===== src/rtl/alu8_pkg.sv =====
package alu8_pkg;
    localparam int unsigned DW  = 8;
    localparam int unsigned OPW = 4;

    typedef enum logic [OPW-1:0] {
        OP_ADD  = 4'd0,
        OP_ADC  = 4'd1,
        OP_SUB  = 4'd2,
        OP_SBC  = 4'd3,
        OP_AND  = 4'd4,
        OP_OR   = 4'd5,
        OP_XOR  = 4'd6,
        OP_SWAP = 4'd7,
        OP_RRC  = 4'd8,
        OP_RLC  = 4'd9,
        OP_DAA  = 4'd10,
        OP_MUL  = 4'd11
    } alu_op_e;
endpackage


===== src/rtl/alu8_addsub.sv =====
module alu8_addsub #(
    parameter int unsigned W = 8
) (
    input  logic [W-1:0] a_i,
    input  logic [W-1:0] b_i,
    input  logic         cin_i,
    input  logic         sub_i,
    output logic [W-1:0] sum_o,
    output logic         cout_o,
    output logic         hcout_o
);
    localparam int unsigned H = W / 2;

    logic [W-1:0] b_eff;
    logic [H-1:0] low_sum;

    // Subtraction as a + ~b + cin: carry out then means "no borrow".
    assign b_eff = sub_i ? ~b_i : b_i;

    assign {cout_o, sum_o}    = {1'b0, a_i} + {1'b0, b_eff} + {{W{1'b0}}, cin_i};
    assign {hcout_o, low_sum} = {1'b0, a_i[H-1:0]} + {1'b0, b_eff[H-1:0]}
                              + {{H{1'b0}}, cin_i};
endmodule


===== src/rtl/alu8_bitops.sv =====
module alu8_bitops #(
    parameter int unsigned W = 8
) (
    input  logic [W-1:0] a_i,
    input  logic         c_i,
    output logic [W-1:0] swap_o,
    output logic [W-1:0] rr_o,
    output logic         rr_c_o,
    output logic [W-1:0] rl_o,
    output logic         rl_c_o
);
    localparam int unsigned H = W / 2;

    assign swap_o = {a_i[H-1:0], a_i[W-1:H]};
    // Nine-bit rotations with the carry as the extra bit.
    assign rr_o   = {c_i, a_i[W-1:1]};
    assign rr_c_o = a_i[0];
    assign rl_o   = {a_i[W-2:0], c_i};
    assign rl_c_o = a_i[W-1];
endmodule


===== src/rtl/alu8_decadj.sv =====
module alu8_decadj #(
    parameter int unsigned W = 8
) (
    input  logic [W-1:0] a_i,
    input  logic         c_i,
    input  logic         dc_i,
    output logic [W-1:0] res_o,
    output logic         c_o,
    output logic         dc_o
);
    localparam int unsigned H = W / 2;
    localparam logic [H-1:0] NINE = H'(9);
    localparam logic [H-1:0] SIX  = H'(6);

    logic         fix_lo;
    logic         fix_hi;
    logic [H-1:0] lo_corr;
    logic [H-1:0] hi_corr;
    logic [H-1:0] lo_sum;

    assign fix_lo  = (a_i[H-1:0] > NINE) || dc_i;
    assign fix_hi  = (a_i > {NINE, NINE}) || c_i;
    assign lo_corr = fix_lo ? SIX : '0;
    assign hi_corr = fix_hi ? SIX : '0;

    assign res_o          = a_i + {hi_corr, lo_corr};
    assign c_o            = fix_hi;
    assign {dc_o, lo_sum} = {1'b0, a_i[H-1:0]} + {1'b0, lo_corr};
endmodule


===== src/rtl/alu8_mult.sv =====
module alu8_mult #(
    parameter int unsigned W = 8
) (
    input  logic [W-1:0] a_i,
    input  logic [W-1:0] b_i,
    output logic [W-1:0] lo_o,
    output logic [W-1:0] hi_o
);
    logic [2*W-1:0] prod;

    assign prod = {{W{1'b0}}, a_i} * {{W{1'b0}}, b_i};
    assign lo_o = prod[W-1:0];
    assign hi_o = prod[2*W-1:W];
endmodule


===== src/rtl/alu8_core.sv =====
module alu8_core
    import alu8_pkg::*;
#(
    parameter int unsigned W = DW
) (
    input  logic [OPW-1:0] op_i,
    input  logic [W-1:0]   acc_i,
    input  logic [W-1:0]   opd_i,
    input  logic           c_i,
    input  logic           dc_i,
    output logic [W-1:0]   res_o,
    output logic [W-1:0]   hi_o,
    output logic           hi_we_o,
    output logic           c_o,
    output logic           c_we_o,
    output logic           dc_o,
    output logic           dc_we_o,
    output logic           z_o,
    output logic           z_we_o
);
    alu_op_e      op;
    logic         as_sub;
    logic         as_cin;
    logic [W-1:0] as_sum;
    logic         as_c;
    logic         as_hc;
    logic [W-1:0] bo_swap;
    logic [W-1:0] bo_rr;
    logic         bo_rr_c;
    logic [W-1:0] bo_rl;
    logic         bo_rl_c;
    logic [W-1:0] da_res;
    logic         da_c;
    logic         da_dc;
    logic [W-1:0] mu_lo;
    logic [W-1:0] mu_hi;

    assign op = alu_op_e'(op_i);

    // Carry-in selection: plain subtract injects the +1 of two's complement,
    // subtract-with-borrow injects C itself (borrow is NOT C).
    always_comb begin
        as_sub = 1'b0;
        as_cin = 1'b0;
        unique case (op)
            OP_ADC:  as_cin = c_i;
            OP_SUB:  begin as_sub = 1'b1; as_cin = 1'b1; end
            OP_SBC:  begin as_sub = 1'b1; as_cin = c_i;  end
            default: ;
        endcase
    end

    alu8_addsub #(.W(W)) i_addsub (
        .a_i(acc_i), .b_i(opd_i), .cin_i(as_cin), .sub_i(as_sub),
        .sum_o(as_sum), .cout_o(as_c), .hcout_o(as_hc)
    );

    alu8_bitops #(.W(W)) i_bitops (
        .a_i(acc_i), .c_i(c_i), .swap_o(bo_swap),
        .rr_o(bo_rr), .rr_c_o(bo_rr_c), .rl_o(bo_rl), .rl_c_o(bo_rl_c)
    );

    alu8_decadj #(.W(W)) i_decadj (
        .a_i(acc_i), .c_i(c_i), .dc_i(dc_i),
        .res_o(da_res), .c_o(da_c), .dc_o(da_dc)
    );

    alu8_mult #(.W(W)) i_mult (
        .a_i(acc_i), .b_i(opd_i), .lo_o(mu_lo), .hi_o(mu_hi)
    );

    // Result and flag value selection.
    always_comb begin
        res_o = acc_i;
        hi_o  = '0;
        c_o   = c_i;
        dc_o  = dc_i;
        unique case (op)
            OP_ADD, OP_ADC, OP_SUB, OP_SBC: begin
                res_o = as_sum;
                c_o   = as_c;
                dc_o  = as_hc;
            end
            OP_AND:  res_o = acc_i & opd_i;
            OP_OR:   res_o = acc_i | opd_i;
            OP_XOR:  res_o = acc_i ^ opd_i;
            OP_SWAP: res_o = bo_swap;
            OP_RRC:  begin res_o = bo_rr; c_o = bo_rr_c; end
            OP_RLC:  begin res_o = bo_rl; c_o = bo_rl_c; end
            OP_DAA:  begin res_o = da_res; c_o = da_c; dc_o = da_dc; end
            OP_MUL:  begin res_o = mu_lo; hi_o = mu_hi; end
            default: ;
        endcase
    end

    // Write-enable selection.
    always_comb begin
        hi_we_o = 1'b0;
        c_we_o  = 1'b0;
        dc_we_o = 1'b0;
        z_we_o  = 1'b0;
        unique case (op)
            OP_ADD, OP_ADC, OP_SUB, OP_SBC, OP_DAA: begin
                c_we_o  = 1'b1;
                dc_we_o = 1'b1;
                z_we_o  = 1'b1;
            end
            OP_AND, OP_OR, OP_XOR: z_we_o = 1'b1;
            OP_RRC, OP_RLC: begin
                c_we_o = 1'b1;
                z_we_o = 1'b1;
            end
            OP_MUL: begin
                hi_we_o = 1'b1;
                z_we_o  = 1'b1;
            end
            default: ;
        endcase
    end

    assign z_o = ~|res_o;
endmodule


===== config.mk =====
export PLATFORM = sky130hd
export DESIGN_NAME = alu8_core
export DESIGN_NICKNAME = d
export VERILOG_FILES = /design/src/rtl/alu8_pkg.sv /design/src/rtl/alu8_addsub.sv /design/src/rtl/alu8_bitops.sv /design/src/rtl/alu8_decadj.sv /design/src/rtl/alu8_mult.sv /design/src/rtl/alu8_core.sv
export SDC_FILE = /design/constraint.sdc
export NUM_CORES = 1
export LEC_CHECK = 0
export ABC_AREA = 1
export BUFFER_PORTS_ARGS = -buffer_cell sky130_fd_sc_hd__buf_2
export CAP_MARGIN = 10
export CELL_PAD_IN_SITES_DETAIL_PLACEMENT = 1
export CELL_PAD_IN_SITES_GLOBAL_PLACEMENT = 2
export CORE_MARGIN = 3
export CORE_UTILIZATION = 35
export DETAILED_ROUTE_END_ITERATION = 16
export PLACE_DENSITY = 0.95
export SLEW_MARGIN = 40
export SYNTH_ARGS = -nofsm -noshare
export SYNTH_HDL_FRONTEND = slang
export SYNTH_HIERARCHICAL = 1
export SYNTH_SLANG_ARGS = --single-unit

===== constraint.sdc =====
create_clock -name vclk -period 5.8
set_input_delay 0.29 -clock vclk [all_inputs]
set_output_delay 0.29 -clock vclk [all_outputs]
set_load 0.01 [all_outputs]

After elaboration in Yosys (flattened, before gate mapping)
Index checks and enable logic that the tools add are counted.
W data, S select, Z words.
{ "classes": {"bitwise_logic": 4, "eq_ne": 11, "n_mul": 1, "reduce_logical": 11, "mux": 13, "n_addsub": 6, "n_lt_le_gt_ge": 2} }
{ "op_table": {"columns": ["operator", "count"], "rows": [
  ["$pmux W8 S9", 1],
  ["$eq A4 B3 Y1 const B", 4],
  ["$eq A4 B4 Y1 const B", 4],
  ["$mul A8 B8 Y16", 1],
  ["$mux W8", 2],
  ["$reduce_or A11 Y1", 1],
  ["$add A4 B4 Y5", 2],
  ["$add A8 B8 Y9", 1],
  ["$add A9 B1 Y9", 1],
  ["$add A8 B8 Y8", 1],
  ["$and A8 B8 Y8", 1],
  ["$eq A4 B2 Y1 const B", 2],
  ["$gt A8 B8 Y1 const B", 1],
  ["$not A8 Y8", 1],
  ["$or A8 B8 Y8", 1],
  ["$reduce_or A8 Y1", 1],
  ["$xor A8 B8 Y8", 1],
  ["$reduce_or A7 Y1", 1],
  ["$mux W3", 2],
  ["$add A5 B1 Y5", 1],
  ["$mux W1", 5],
  ["$reduce_or A5 Y1", 1],
  ["$eq A4 B1 Y1 const B", 1],
  ["$gt A4 B4 Y1 const B", 1],
  ["other kinds (7)", 10]
]} }
{ "word_totals": {"reg_bits": 0, "out_inout_bits": 23, "input_bits": 22, "elab_cells": 48} }

Longest topological paths before layout
{ "depth": {"word_depth": 9, "mapped_depth": 22, "mapped_depth_nobuf": 21} }

Modules after synthesis
Netlist, hierarchy kept.
{ "modules_own_cells": {"columns": ["mod", "instances", "area_per_inst_um2", "cells_per_inst"], "rows": [
  ["alu8_mult", 1, 2396.0, 375],
  ["alu8_core", 1, 1181.1, 246],
  ["alu8_addsub", 1, 464.2, 76],
  ["alu8_decadj", 1, 241.5, 41],
  ["alu8_bitops", 1, 195.2, 26]
]} }

Least setup slack after synthesis
OpenSTA, ideal clock, no wires.
{ "synth_path": {"path_type": "input -> output", "start": "input opd_i[7]", "end": "output z_o", "slack_ps": 1494, "arrival_ps": 4016, "cell_stages": 18, "t_required_ps": 5510, "path_cell_list": "clkbuf_1 nand2_1 fa_1 fa_1 inv_1 fa_1 inv_1 fa_1 inv_1 ha_1 xor2_1 nand2_1 nand2_1 nor2_1 nand4_1 nor2_1 nand2_1 nor2_1"} }
{ "synth_rtl": {"columns": ["element", "line", "text"], "rows": [
  ["from (decl)", "alu8_core.sv:8", "input logic [W-1:0] opd_i,"],
  ["$mul A8 B8 Y16", "alu8_mult.sv:11", "assign prod = {{W{1'b0}}, a_i} * {{W{1'b0}}, b_i};"],
  ["via mu_lo[7]", "alu8_core.sv:35", "logic [W-1:0] mu_lo;"],
  ["$pmux W8 S9", "alu8_core.sv:78", "unique case (op)"],
  ["via res_o[7]", "alu8_core.sv:11", "output logic [W-1:0] res_o,"],
  ["$reduce_or A8 Y1", "alu8_core.sv:121", "assign z_o = ~|res_o;"],
  ["$logic_not A1 Y1", "alu8_core.sv:121", null],
  ["to (decl)", "alu8_core.sv:18", "output logic z_o,"]
]} }
The timed path passes the listed nets, and every way through them passes these cells.

Worst setup path after layout
{ "layout_path": {"start": "input acc_i[2]", "end": "output z_o"} }
{ "layout_rtl": {"columns": ["element", "line", "text"], "rows": [
  ["from (decl)", "alu8_core.sv:7", "input logic [W-1:0] acc_i,"],
  ["$mul A8 B8 Y16", "alu8_mult.sv:11", null],
  ["via mu_lo[7]", "alu8_core.sv:35", null],
  ["$pmux W8 S9", "alu8_core.sv:78", null],
  ["$reduce_or A8 Y1", "alu8_core.sv:121", null],
  ["$logic_not A1 Y1", "alu8_core.sv:121", null]
]} }
The timed path passes the listed nets, and every way through them passes these cells.

==> impl_metrics.py <==
metrics = {
    "run_status": {
        "status": "completed",
    },
    "place": {
        "dpl_cell_area_sq_mm": 0.00462,
        "port_buffers": 45,
        "gp_congestion": 0.856,
        "hpwl_um": 10700,
    },
    "grt": {
        "grt_pass1_vias": 4642,
        "track_usage_pct": 18.6,
        "grt_pass1_wl_um": 22300,
        "grt_max_degree": 23,
        "antenna_found_initial": 0,
        "grt_overflow": 0,
    },
    "route": {
        "drtPass1Iterations": 4,
        "num_vias": 4389,
        "routed_wl_um": 12900,
        "via_per_inst": 4.71,
        "drcViolationCount": 0,
        "avgRoutedWirePerCell_um": 13.9,
        "first_iter_violations": 166,
        "drtAntennaViolNets": 0,
    },
    "critical_path": {
        "arrival_ns": 4.34,
        "cp-endpoint": "z_o",
        "crit_path_start_kind": "input pin",
        "setup.worst_path.start": "acc_i[2]",
        "crit_fanout": 18,
        "required_ns": 5.51,
        "end_kind": "output port",
        "crit_type": "in -> out",
    },
    "floorplan": {
        "num_io_pins": 45,
        "rows": 40,
        "die_h_um": 119,
        "die_area_sq_mm": 0.0142,
        "core_area_sq_mm": 0.0123,
        "dieWidth_um": 119,
        "start_util_pct": 36.5,
    },
    "yosys": {
        "yosys_warnings": 6,
        "muxShareOfSynthArea_pct": 0,
        "yosys.area_share.xor_xnor_pct": 4.11,
        "synth_compound_area_share_pct": 2.43,
        "yosys.area_share.simple_pct": 35.7,
        "synthCells": 764,
        "yosysSeqAreaShare_pct": 0,
        "yosys.area_share.adder_pct": 35.0,
        "avgSynthCellArea_sq_um": 5.86,
        "ys_types": 26,
        "synth_area_sq_mm": 0.00448,
        "synth_top_family_by_area": "simple AND/OR/NAND/NOR gates",
        "syn_nets": 888,
    },
    "final_layout": {
        "nets": 889,
        "stdcell_area_sq_mm": 0.00462,
        "fillerInstances": 1720,
        "sequential_cell_total": 0,
        "layout_common_cells": "nand2_1 (254), inv_1 (184), ha_1 (63)",
        "final_util_pct": 37.7,
        "register_area_sq_um": 0,
        "layout_commonest_cell": "nand2_1",
        "diodes": 0,
        "syn_to_final_growth_pct": 3.27,
        "clkbuf_count": 0,
        "post_route_cells_drive_above_1_share_pct": 9.04,
    },
    "power_and_ir_drop": {
        "ir_worst_vdd_uv": 96.7,
        "finalPower_mw": 0.861,
        "leakage_nw": 3.14,
        "p_per_area_mw_per_mm2": 186,
    },
    "sta": {
        "finalSetupViolCount": 0,
        "whs_ns": 0.931,
        "tightestPinTransition_ns": 0.764,
        "setup-tns-final_ns": 0,
        "fin_crit_ns": 4.63,
        "maxSlewHeadroom_pct": 49.0,
        "grt_setup_unrepaired": "no",
        "max_freq_mhz": 216,
        "finalCritPeriodShare_pct": 79.8,
        "finalHoldViolCount": 0,
        "slew_viol_final": 0,
    },
    "worst_hold_path": {
        "min_from": "dc_i",
        "hold_class": "in -> out",
    },
    "clock_tree": {
        "cts_setup_buffers": 0,
        "cts.hold.buffers_added": 0,
        "cts_resized": 0,
    },
    "flow_run": {
        "max_cap_violations": 0,
    },
}
[layer usage]
metal	vias to the layer above	share of wire (%)	track usage, %
li1	2212	-	-
met1	2092	45	24.7
met2	73	49	34.0
met3	12	4.5	0.997
met4	0	1.0	2.32
met5	-	0	0
[through the flow]
stage                     std cells  setup WS [ns]
after CTS                       931           1.13
after global routing            931          0.883
after detailed placement        931           1.13
after global placement          931           1.21
after floorplan                 764           1.49
final                           931           1.17
[power breakdown]
| part | switching [mW] | leakage [nW] | total, mW | internal (mW) |
|---|---|---|---|---|
| clock network | 0 | 0 | 0 | 0 |
| logic | 0.546 | 3.14 | 0.861 | 0.315 |
| registers | 0 | 0 | 0 | 0 |
[final cells by class]
| cell class | count | area, sq um | share of cell area [%] |
|---|---|---|---|
| Timing Repair Buffer | 47 | 240 | 5.19 |
| Tap cell | 168 | 210 | 4.55 |
| Multi-Input combinational cell | 526 | 3460 | 74.8 |
| Inverter | 190 | 713 | 15.4 |
[cell families after synthesis]
| kind of cell | count (synthesis) |
|---|---|
| AO/OA/AOI/OAI | 20 |
| AND/OR/NAND/NOR | 383 |
| buffers and inverters | 238 |
| XOR/XNOR | 21 |
| adder cells (fa/ha/maj) | 102 |
[synthesized netlist by cell type]
master / number / area, sq um
nor2_2: 5 / 31.3
xor2_1: 14 / 123
a21oi_1: 9 / 45.0
o21ai_0: 5 / 25.0
ha_1: 63 / 788
or2_1: 2 / 12.5
fa_1: 39 / 781
inv_2: 6 / 22.5
nand3b_1: 2 / 15.0
o21bai_1: 1 / 7.51
xnor2_1: 7 / 61.3
clkbuf_1: 17 / 63.8
a32o_1: 1 / 10.0
nor2_1: 52 / 195
nand3_2: 3 / 30.0
buf_6: 2 / 22.5
nor2_4: 2 / 22.5
nand2_1: 254 / 953
and2_4: 1 / 8.76
buf_4: 29 / 218
o21ai_1: 3 / 15.0
nand4_1: 11 / 68.8
inv_1: 184 / 691
nand2_2: 5 / 31.3
nand3_1: 46 / 230
a31oi_1: 1 / 6.26
[how the worst min path moves through the flow]
stage / end / slack, ns / depth (start not counted)
4_1_cts: dc_o / 0.93 / 4
6_report: dc_o / 0.93 / 4
3_5_place_dp: dc_o / 0.93 / 4
5_1_grt: dc_o / 0.97 / 4
2_1_floorplan: c_o / 0.72 / 2
3_3_place_gp: dc_o / 0.92 / 4
[critical path, stage by stage]
cell and delay (ns):
buf_2 0.37, nand2_1 0.15, fa_1 0.55, inv_1 0.04
ha_1 0.27, inv_1 0.05, fa_1 0.50, fa_1 0.54
inv_1 0.04, ha_1 0.36, nand2_1 0.12, nand3_2 0.12
xor2_1 0.16, nand2_1 0.06, nand2_1 0.07, nor2_1 0.09
nand4_1 0.11, nor2_1 0.15, nand2_1 0.06, nor2_1 0.08
buf_2 0.13
No activity file was read; power rests on OpenSTA's default activity.
